[src/rtl/nseq_pkg.sv]
// Package: opcode constants and decode enums shared by the sequencer.
// Assumes an 8-bit command bus; opcodes are compared as raw bytes.
package nseq_pkg;
    localparam logic [7:0] OPC_READ       = 8'h00;
    localparam logic [7:0] OPC_READ_HI    = 8'h01;
    localparam logic [7:0] OPC_READ_SPARE = 8'h50;
    localparam logic [7:0] OPC_READ_GO    = 8'h30;
    localparam logic [7:0] OPC_READ_NOSER = 8'h35;
    localparam logic [7:0] OPC_COL_CHG    = 8'h05;
    localparam logic [7:0] OPC_COL_GO     = 8'hE0;
    localparam logic [7:0] OPC_IDENT      = 8'h90;
    localparam logic [7:0] OPC_RESET      = 8'hFF;
    localparam logic [7:0] OPC_PROG       = 8'h80;
    localparam logic [7:0] OPC_PROG_GO    = 8'h10;
    localparam logic [7:0] OPC_PROG_CACHE = 8'h15;
    localparam logic [7:0] OPC_ERASE      = 8'h60;
    localparam logic [7:0] OPC_ERASE_GO   = 8'hD0;
    localparam logic [7:0] OPC_STATUS     = 8'h70;
    localparam logic [7:0] OPC_COPY       = 8'h85;

    // How a command byte is treated
    typedef enum logic [1:0] {
        CB_LATCH  = 2'd0,
        CB_IGNORE = 2'd1,
        CB_COLUMN = 2'd2
    } cmd_kind_e;

    // Column offset update selected by a command byte
    typedef enum logic [1:0] {
        OFF_KEEP  = 2'd0,
        OFF_ZERO  = 2'd1,
        OFF_HALF  = 2'd2,
        OFF_SPARE = 2'd3
    } off_sel_e;
endpackage

[src/rtl/nseq_cmd_decode.sv]
// Module: combinational decode of one command byte against the current command.
// Classifies the byte (latch / ignore / column restart), rewrites read
// variants into a plain read with an offset selection, and flags immediate
// launch, count retention and erase-confirm shifting.
// Assumes it is evaluated only for strobes qualified as command cycles.
module nseq_cmd_decode
    import nseq_pkg::*;
#(
    parameter bit LARGE_PAGE = 1'b1
) (
    input  logic [7:0] byte_i,
    input  logic [7:0] cur_cmd_i,
    output cmd_kind_e  kind_o,
    output logic [7:0] new_cmd_o,
    output off_sel_e   off_sel_o,
    output logic       exec_now_o,
    output logic       keep_cnt_o,
    output logic       erase_o
);
    // Classify the byte and derive its effects
    always_comb begin
        kind_o     = CB_LATCH;
        new_cmd_o  = byte_i;
        off_sel_o  = OFF_KEEP;
        exec_now_o = 1'b0;
        keep_cnt_o = 1'b0;
        erase_o    = 1'b0;
        if (LARGE_PAGE && cur_cmd_i == OPC_READ && byte_i == OPC_READ_GO) begin
            kind_o = CB_IGNORE;
        end else if (LARGE_PAGE && byte_i == OPC_COL_CHG) begin
            kind_o = CB_COLUMN;
        end else begin
            case (byte_i)
                OPC_READ:       off_sel_o = OFF_ZERO;
                OPC_READ_HI: begin
                    off_sel_o = OFF_HALF;
                    new_cmd_o = OPC_READ;
                end
                OPC_READ_SPARE: begin
                    off_sel_o = OFF_SPARE;
                    new_cmd_o = OPC_READ;
                end
                default: ;
            endcase
            case (new_cmd_o)
                OPC_STATUS, OPC_PROG_GO, OPC_ERASE, OPC_ERASE_GO,
                OPC_READ_NOSER, OPC_COL_GO, OPC_RESET: exec_now_o = 1'b1;
                default: ;
            endcase
            keep_cnt_o = (new_cmd_o == OPC_COL_GO);
            erase_o    = (new_cmd_o == OPC_ERASE_GO);
        end
    end
endmodule

[src/rtl/nseq_addr_gather.sv]
// Module: address register and address-cycle counter.
// Within one strobe it applies command effects first (column clear, count
// restart, row shift) and then stores the address byte at the resulting count.
// Assumes ADDR_BYTES address cycles fill the register exactly.
module nseq_addr_gather #(
    parameter int ADDR_BYTES = 5,
    parameter int COL_BITS   = 16,
    parameter int ROW_SHIFT  = 16,
    localparam int ADDR_W    = 8 * ADDR_BYTES,
    localparam int CNT_W     = $clog2(ADDR_BYTES + 1)
) (
    input  logic              clk,
    input  logic              rst_n,
    input  logic              col_clr_i,
    input  logic              clr_cnt_i,
    input  logic              row_shift_i,
    input  logic              byte_we_i,
    input  logic [7:0]        byte_i,
    output logic [ADDR_W-1:0] addr_nx_o,
    output logic [CNT_W-1:0]  cnt_nx_o,
    output logic [CNT_W-1:0]  cnt_q_o,
    output logic              taken_o
);
    localparam logic [ADDR_W-1:0] COL_MASK =
        {{(ADDR_W - COL_BITS){1'b0}}, {COL_BITS{1'b1}}};

    logic [ADDR_W-1:0] addr_q;
    logic [CNT_W-1:0]  cnt_q;

    // Next address and count: command effects, then the address byte
    always_comb begin
        addr_nx_o = addr_q;
        cnt_nx_o  = cnt_q;
        if (col_clr_i) begin
            addr_nx_o = addr_nx_o & ~COL_MASK;
            cnt_nx_o  = '0;
        end
        if (clr_cnt_i) cnt_nx_o = '0;
        if (row_shift_i) addr_nx_o = addr_nx_o << ROW_SHIFT;
        taken_o = byte_we_i && (cnt_nx_o < CNT_W'(ADDR_BYTES));
        if (taken_o) begin
            for (int k = 0; k < ADDR_BYTES; k++) begin
                if (cnt_nx_o == CNT_W'(k)) addr_nx_o[8*k +: 8] = byte_i;
            end
            cnt_nx_o = cnt_nx_o + 1'b1;
        end
    end

    // State update
    always_ff @(posedge clk) begin
        if (!rst_n) begin
            addr_q <= '0;
            cnt_q  <= '0;
        end else begin
            addr_q <= addr_nx_o;
            cnt_q  <= cnt_nx_o;
        end
    end

    assign cnt_q_o = cnt_q;
endmodule

[src/rtl/nseq_launch.sv]
// Module: decides whether an accepted address byte completes a command.
// Read ID completes on cycle 1; read and program setup complete on the
// class-dependent LAUNCH_CYC. Assumes cmd_i is the command after this strobe.
module nseq_launch
    import nseq_pkg::*;
#(
    parameter int CNT_W      = 3,
    parameter int LAUNCH_CYC = 5
) (
    input  logic [7:0]       cmd_i,
    input  logic             taken_i,
    input  logic [CNT_W-1:0] cnt_nx_i,
    output logic             fire_o
);
    // Launch on the address cycle that completes the command
    always_comb begin
        fire_o = 1'b0;
        if (taken_i) begin
            if (cmd_i == OPC_IDENT && cnt_nx_i == CNT_W'(1)) fire_o = 1'b1;
            if ((cmd_i == OPC_READ || cmd_i == OPC_PROG) &&
                cnt_nx_i == CNT_W'(LAUNCH_CYC)) fire_o = 1'b1;
        end
    end
endmodule

[src/rtl/nand_cmd_seq.sv]
// Module: NAND command and address sequencer (top).
// Samples the I/O bus on write strobes, tracks the current command and the
// column offset, and emits a registered one-cycle execute pulse with payload.
// Assumes LAUNCH_CYC <= ADDR_BYTES and an 8-bit bus.
module nand_cmd_seq
    import nseq_pkg::*;
#(
    parameter bit LARGE_PAGE   = 1'b1,
    parameter int PAGE_BYTES   = 2048,
    parameter int DENSITY_MBIT = 2048,
    parameter int ADDR_BYTES   = 5,
    localparam int ADDR_W      = 8 * ADDR_BYTES,
    localparam int OFF_W       = $clog2(PAGE_BYTES) + 1
) (
    input  logic              clk,
    input  logic              rst_n,
    input  logic              wr_stb,
    input  logic              ce_n,
    input  logic              cle,
    input  logic              ale,
    input  logic [7:0]        io_din,
    output logic              exec_vld,
    output logic [7:0]        exec_op,
    output logic [ADDR_W-1:0] exec_addr,
    output logic [OFF_W-1:0]  exec_col
);
    localparam int CNT_W      = $clog2(ADDR_BYTES + 1);
    localparam int COL_BITS   = LARGE_PAGE ? 16 : 8;
    localparam int LAUNCH_CYC = LARGE_PAGE ? ((DENSITY_MBIT <= 1024) ? 4 : 5) : 3;

    logic [7:0]        cmd_q, cmd_nx, dec_cmd;
    logic [OFF_W-1:0]  off_q, off_nx;
    cmd_kind_e         dec_kind;
    off_sel_e          dec_off;
    logic              dec_now, dec_keep, dec_erase;
    logic              cmd_ok, adr_ok, latch, col_clr;
    logic [ADDR_W-1:0] addr_nx;
    logic [CNT_W-1:0]  cnt_nx, cnt_q;
    logic              taken, fire_adr, fire;

    assign cmd_ok  = wr_stb && !ce_n && cle;
    assign adr_ok  = wr_stb && !ce_n && ale;
    assign latch   = cmd_ok && (dec_kind == CB_LATCH);
    assign col_clr = cmd_ok && (dec_kind == CB_COLUMN);
    assign cmd_nx  = latch ? dec_cmd : cmd_q;

    nseq_cmd_decode #(.LARGE_PAGE(LARGE_PAGE)) u_dec (
        .byte_i     (io_din),
        .cur_cmd_i  (cmd_q),
        .kind_o     (dec_kind),
        .new_cmd_o  (dec_cmd),
        .off_sel_o  (dec_off),
        .exec_now_o (dec_now),
        .keep_cnt_o (dec_keep),
        .erase_o    (dec_erase)
    );

    nseq_addr_gather #(
        .ADDR_BYTES (ADDR_BYTES),
        .COL_BITS   (COL_BITS),
        .ROW_SHIFT  (COL_BITS)
    ) u_addr (
        .clk         (clk),
        .rst_n       (rst_n),
        .col_clr_i   (col_clr),
        .clr_cnt_i   (latch && !dec_keep),
        .row_shift_i (latch && dec_erase),
        .byte_we_i   (adr_ok),
        .byte_i      (io_din),
        .addr_nx_o   (addr_nx),
        .cnt_nx_o    (cnt_nx),
        .cnt_q_o     (cnt_q),
        .taken_o     (taken)
    );

    nseq_launch #(.CNT_W(CNT_W), .LAUNCH_CYC(LAUNCH_CYC)) u_launch (
        .cmd_i    (cmd_nx),
        .taken_i  (taken),
        .cnt_nx_i (cnt_nx),
        .fire_o   (fire_adr)
    );

    assign fire = (latch && dec_now) || fire_adr;

    // Column offset chosen by the latched read variant
    always_comb begin
        off_nx = off_q;
        if (latch) begin
            case (dec_off)
                OFF_ZERO:  off_nx = '0;
                OFF_HALF:  off_nx = OFF_W'(256);
                OFF_SPARE: off_nx = OFF_W'(PAGE_BYTES);
                default:   off_nx = off_q;
            endcase
        end
    end

    // Current command and offset registers
    always_ff @(posedge clk) begin
        if (!rst_n) begin
            cmd_q <= OPC_READ;
            off_q <= '0;
        end else begin
            cmd_q <= cmd_nx;
            off_q <= off_nx;
        end
    end

    // Registered execute pulse and payload
    always_ff @(posedge clk) begin
        if (!rst_n) begin
            exec_vld  <= 1'b0;
            exec_op   <= '0;
            exec_addr <= '0;
            exec_col  <= '0;
        end else begin
            exec_vld <= fire;
            if (fire) begin
                exec_op   <= cmd_nx;
                exec_addr <= addr_nx;
                exec_col  <= off_nx;
            end
        end
    end
endmodule

[config.mk]
export PLATFORM = sky130hd
export DESIGN_NAME = nand_cmd_seq
export DESIGN_NICKNAME = d
export VERILOG_FILES = /design/src/rtl/nseq_pkg.sv /design/src/rtl/nseq_cmd_decode.sv /design/src/rtl/nseq_addr_gather.sv /design/src/rtl/nseq_launch.sv /design/src/rtl/nand_cmd_seq.sv
export SDC_FILE = /design/constraint.sdc
export NUM_CORES = 1
export LEC_CHECK = 0
export BUFFER_PORTS_ARGS = -buffer_cell sky130_fd_sc_hd__buf_2
export CAP_MARGIN = 0
export CORE_MARGIN = 2
export CORE_UTILIZATION = 50
export CTS_CLUSTER_DIAMETER = 60
export DETAILED_ROUTE_END_ITERATION = 7
export HOLD_SLACK_MARGIN = 0.08
export PLACE_DENSITY = 0.81
export SYNTH_ARGS = -nofsm -noshare
export SYNTH_HDL_FRONTEND = slang
export SYNTH_HIERARCHICAL = 1
export SYNTH_SLANG_ARGS = --single-unit
export TNS_END_PERCENT = 20
[constraint.sdc]
create_clock -name clk -period 4.2 [get_ports clk]
set_input_delay 0.42 -clock clk [delete_from_list [all_inputs] [get_ports clk]]
set_output_delay 0.42 -clock clk [all_outputs]
set_load 0.01 [all_outputs]
==> results.py <==
metrics = {
    "timing": {
        "skew_ns": 0.00588,
        "hold_slack_ns": 0.321,
        "max_slew.worst_pin.slew_ns": 1.26,
        "relSlewSlack": 0.151,
        "hold_viol": 0,
        "max_freq_ghz": 0.266,
        "setup_violations": 0,
        "maxSlewViolCount": 0,
        "tns_ns": 0,
        "fin_crit_ns": 3.76,
        "rsz0062_at_grt": "false",
        "period_share": 0.896,
    },
    "synth": {
        "synthCells": 657,
        "yosysTopAreaCell": "dfxtp_1",
        "ys_dominant_reg_cell": "dfxtp_1",
        "syn_avg_cell_area_sq_um": 8.51,
        "synth_top_area_frac": 0.444,
        "synth_common_cells": "dfxtp_1, nand2_1, a21oi_1, nor3_1, nand3_1",
        "ys_ff_latch": 124,
        "synth_edf_count": 0,
        "synth_area_sq_um": 5590,
        "synth.net_count": 676,
        "yosys-top-cells-area": "dfxtp_1, a21oi_1, nand2_1",
        "async_flop_share": 0,
        "yosysUniqueCellTypes": 63,
        "yosysMostFrequentCell": "dfxtp_1",
        "seq_area_frac_synth": 0.444,
        "yosys_warnings": 6,
    },
    "clocking": {
        "clk_pin_slew_worst_paths_ns": 0.06,
        "htreeDepth": 4,
        "cts_tree": "done",
        "postCtsSetupBuffers": 0,
        "hold_buffers": 0,
        "ctsResizeCount": 0,
        "root_buffer": "clkbuf_8",
        "cts_num_sinks": 124,
        "cts_buffers": 17,
        "insertion_delay_ns": 0.53,
        "cts_max_path_buffers": 2,
    },
    "route": {
        "wire_per_inst_um": 17.0,
        "dr_wl_met3_um": 1000,
        "met2WireLength_um": 6810,
        "wl_met1_um": 6400,
        "vias_per_cell": 5.89,
        "ant_nets": 0,
        "drt_first_pass_iters": 5,
        "topRoutingLayerUsed": "met4",
        "drt-initial-drc-count": 391,
        "route.vias.total": 5098,
        "wirelength_um": 14700,
        "drc": 0,
    },
    "worst_setup_path": {
        "crit_path_cell_trace": "buf_2, or3_4, nor3_1, and4_1, nand4bb_1, nor3_1, or3b_2, inv_1, ha_1, ha_1, a21oi_1, and3b_1, o2111a_1, a31o_2, buf_12, o21ai_0, a21oi_1",
        "rrSetupSlack_ns": 0.46,
        "worstPathMaxFanout": 60,
        "cp.arrival_ns": 4.16,
        "ff2ff_path_depth": 15,
        "timing.critical_path.from": "io_din[1]",
        "worst_path_max_delay_cell": "or3b_2",
        "r2r-start": "cmd_q[6]",
        "start_kind": "input pin",
        "path_class": "in2reg",
        "r2r_end": "exec_op[0]",
        "worstSetupEndpoint": "exec_op[0]",
        "cp-end-kind": "flip-flop",
        "cp_slowest_stage_delay_ns": 0.47,
        "required_ns": 4.60,
    },
    "layout": {
        "fin_nets": 732,
        "area_growth_pct": 17.2,
        "drive_above_1_share": 0.211,
        "final_area_sq_um": 6560,
        "diodes": 0,
        "instances_no_fill": 866,
    },
    "global_routing": {
        "antenna_found_initial": 0,
        "gr-total-overflow": 0,
        "grt_max_degree": 61,
        "grt_pass1_vias": 4901,
        "grt_pass1_wl_um": 23800,
        "grtUsageTotal": 0.257,
    },
    "pwr": {
        "vdd_drop_max_uv": 267,
        "fin_total_pwr_w": 0.00270,
        "powerDensity_nw_per_um2": 412,
        "p_leak_nw": 2.75,
    },
    "floorplan": {
        "core_sq_um": 10900,
        "fp.dieArea_sq_um": 12000,
        "fp.dieW_um": 110,
        "start_util": 0.514,
        "io_pins": 75,
        "rows": 38,
        "die_h_um": 110,
    },
    "job": {
        "drv_cap": 0,
    },
    "place": {
        "place.detailed.hpwl_um": 9670,
        "port_buffers": 74,
        "place_inst": 834,
        "globalplace.congestion": 0.906,
        "dpl_cell_area_sq_um": 5990,
    },
    "run_status": {
        "status": "complete, no violations",
    },
    "worst_hold_path": {
        "hold_path.class": "in2reg",
    },
}
-- sequential cells by signal, summed over array words and instances (netlist names) --
signal / flops
u_addr/cnt_q_o: 3
exec_vld: 1
exec_addr: 40
exec_col: 12
off_q: 12
cmd_q: 8
exec_op: 8
u_addr/addr_q: 40
-- worst max-delay path, delay by kind of cell --
family,cells,cell delay (ns)
simple gates,7,1.90
fa+ha+maj,2,0.42
buf+inv,3,0.39
compound gates,5,1.00
-- through the flow --
stage | util | worst slack (ns)
finish | 0.602 | 0.437
global route | 0.602 | 0.197
CTS | 0.602 | 0.505
detailed placement | 0.550 | -0.00756
global placement | 0.550 | 0.214
floorplan | - | 0.124
-- report_power, final --
part | total [W] | switching [W] | internal [W]
Clock | 0.00138 | 0.000540 | 0.000840
Sequential | 0.00119 | 0.00000397 | 0.00118
Combinational | 0.000131 | 0.0000930 | 0.0000382
-- worst min-delay path by stage --
stage / start / slack (ns) / depth (start not counted) / end
2_1_floorplan: off_q[0] / 0.44 / 2 / exec_col[0]
3_3_place_gp: exec_addr[34] / 0.44 / 2 / exec_addr[34]
3_5_place_dp: exec_addr[11] / 0.44 / 2 / exec_addr[11]
6_report: io_din[0] / 0.32 / 3 / u_addr/addr_q[8]
4_1_cts: io_din[0] / 0.29 / 3 / u_addr/addr_q[8]
5_1_grt: io_din[0] / 0.33 / 3 / u_addr/addr_q[0]
-- cell type report --
class | instances | area [sq um]
fill | 894 | 4330
multi-input combinational | 458 | 2720
sequential | 124 | 2480
timing repair buffer | 94 | 546
clock buffer | 17 | 414
tap | 140 | 175
clock inverter | 15 | 150
inverter | 18 | 67.6
-- routing by layer --
metal,GRT usage,vias to the layer above
met4,0.137,0
met2,0.397,219
met3,0.0699,39
met5,0,-
li1,-,2433
met1,0.328,2407
-- cell usage in the layout (no fill, tap or decap), types with 3 or more instances in the layout --
master        n
a211oi_1     10
a21oi_1      87
a221oi_1      8
a22o_1        8
a31o_2        9
and2_1        3
and3_1       12
buf_2        74
buf_4        18
clkbuf_16    16
clkinv_2      5
clkinv_4      3
clkinvlp_4    4
dfxtp_1     124
ha_1          5
inv_1        15
mux2_2        6
mux2i_1      15
nand2_1     114
nand3_1      28
nor2_1       23
nor2b_1      19
nor3_1       32
nor3b_1       3
o2111a_1      9
o211ai_1     17
o21ai_0      12
-- cells by family (layout without fill, tap and decap cells) --
logic type	Yosys count	after routing	synth area share
xor gates and xnor gates	3	3	0.00470
adders and majority gates	5	5	0.0112
buffers and inverters	75	144	0.0707
AOI/OAI and AO/OA	172	172	0.203
DFF	124	124	0.444
muxes	23	23	0.0430
and+or+nand+nor	255	255	0.223
(Power assumes the default switching activity.)
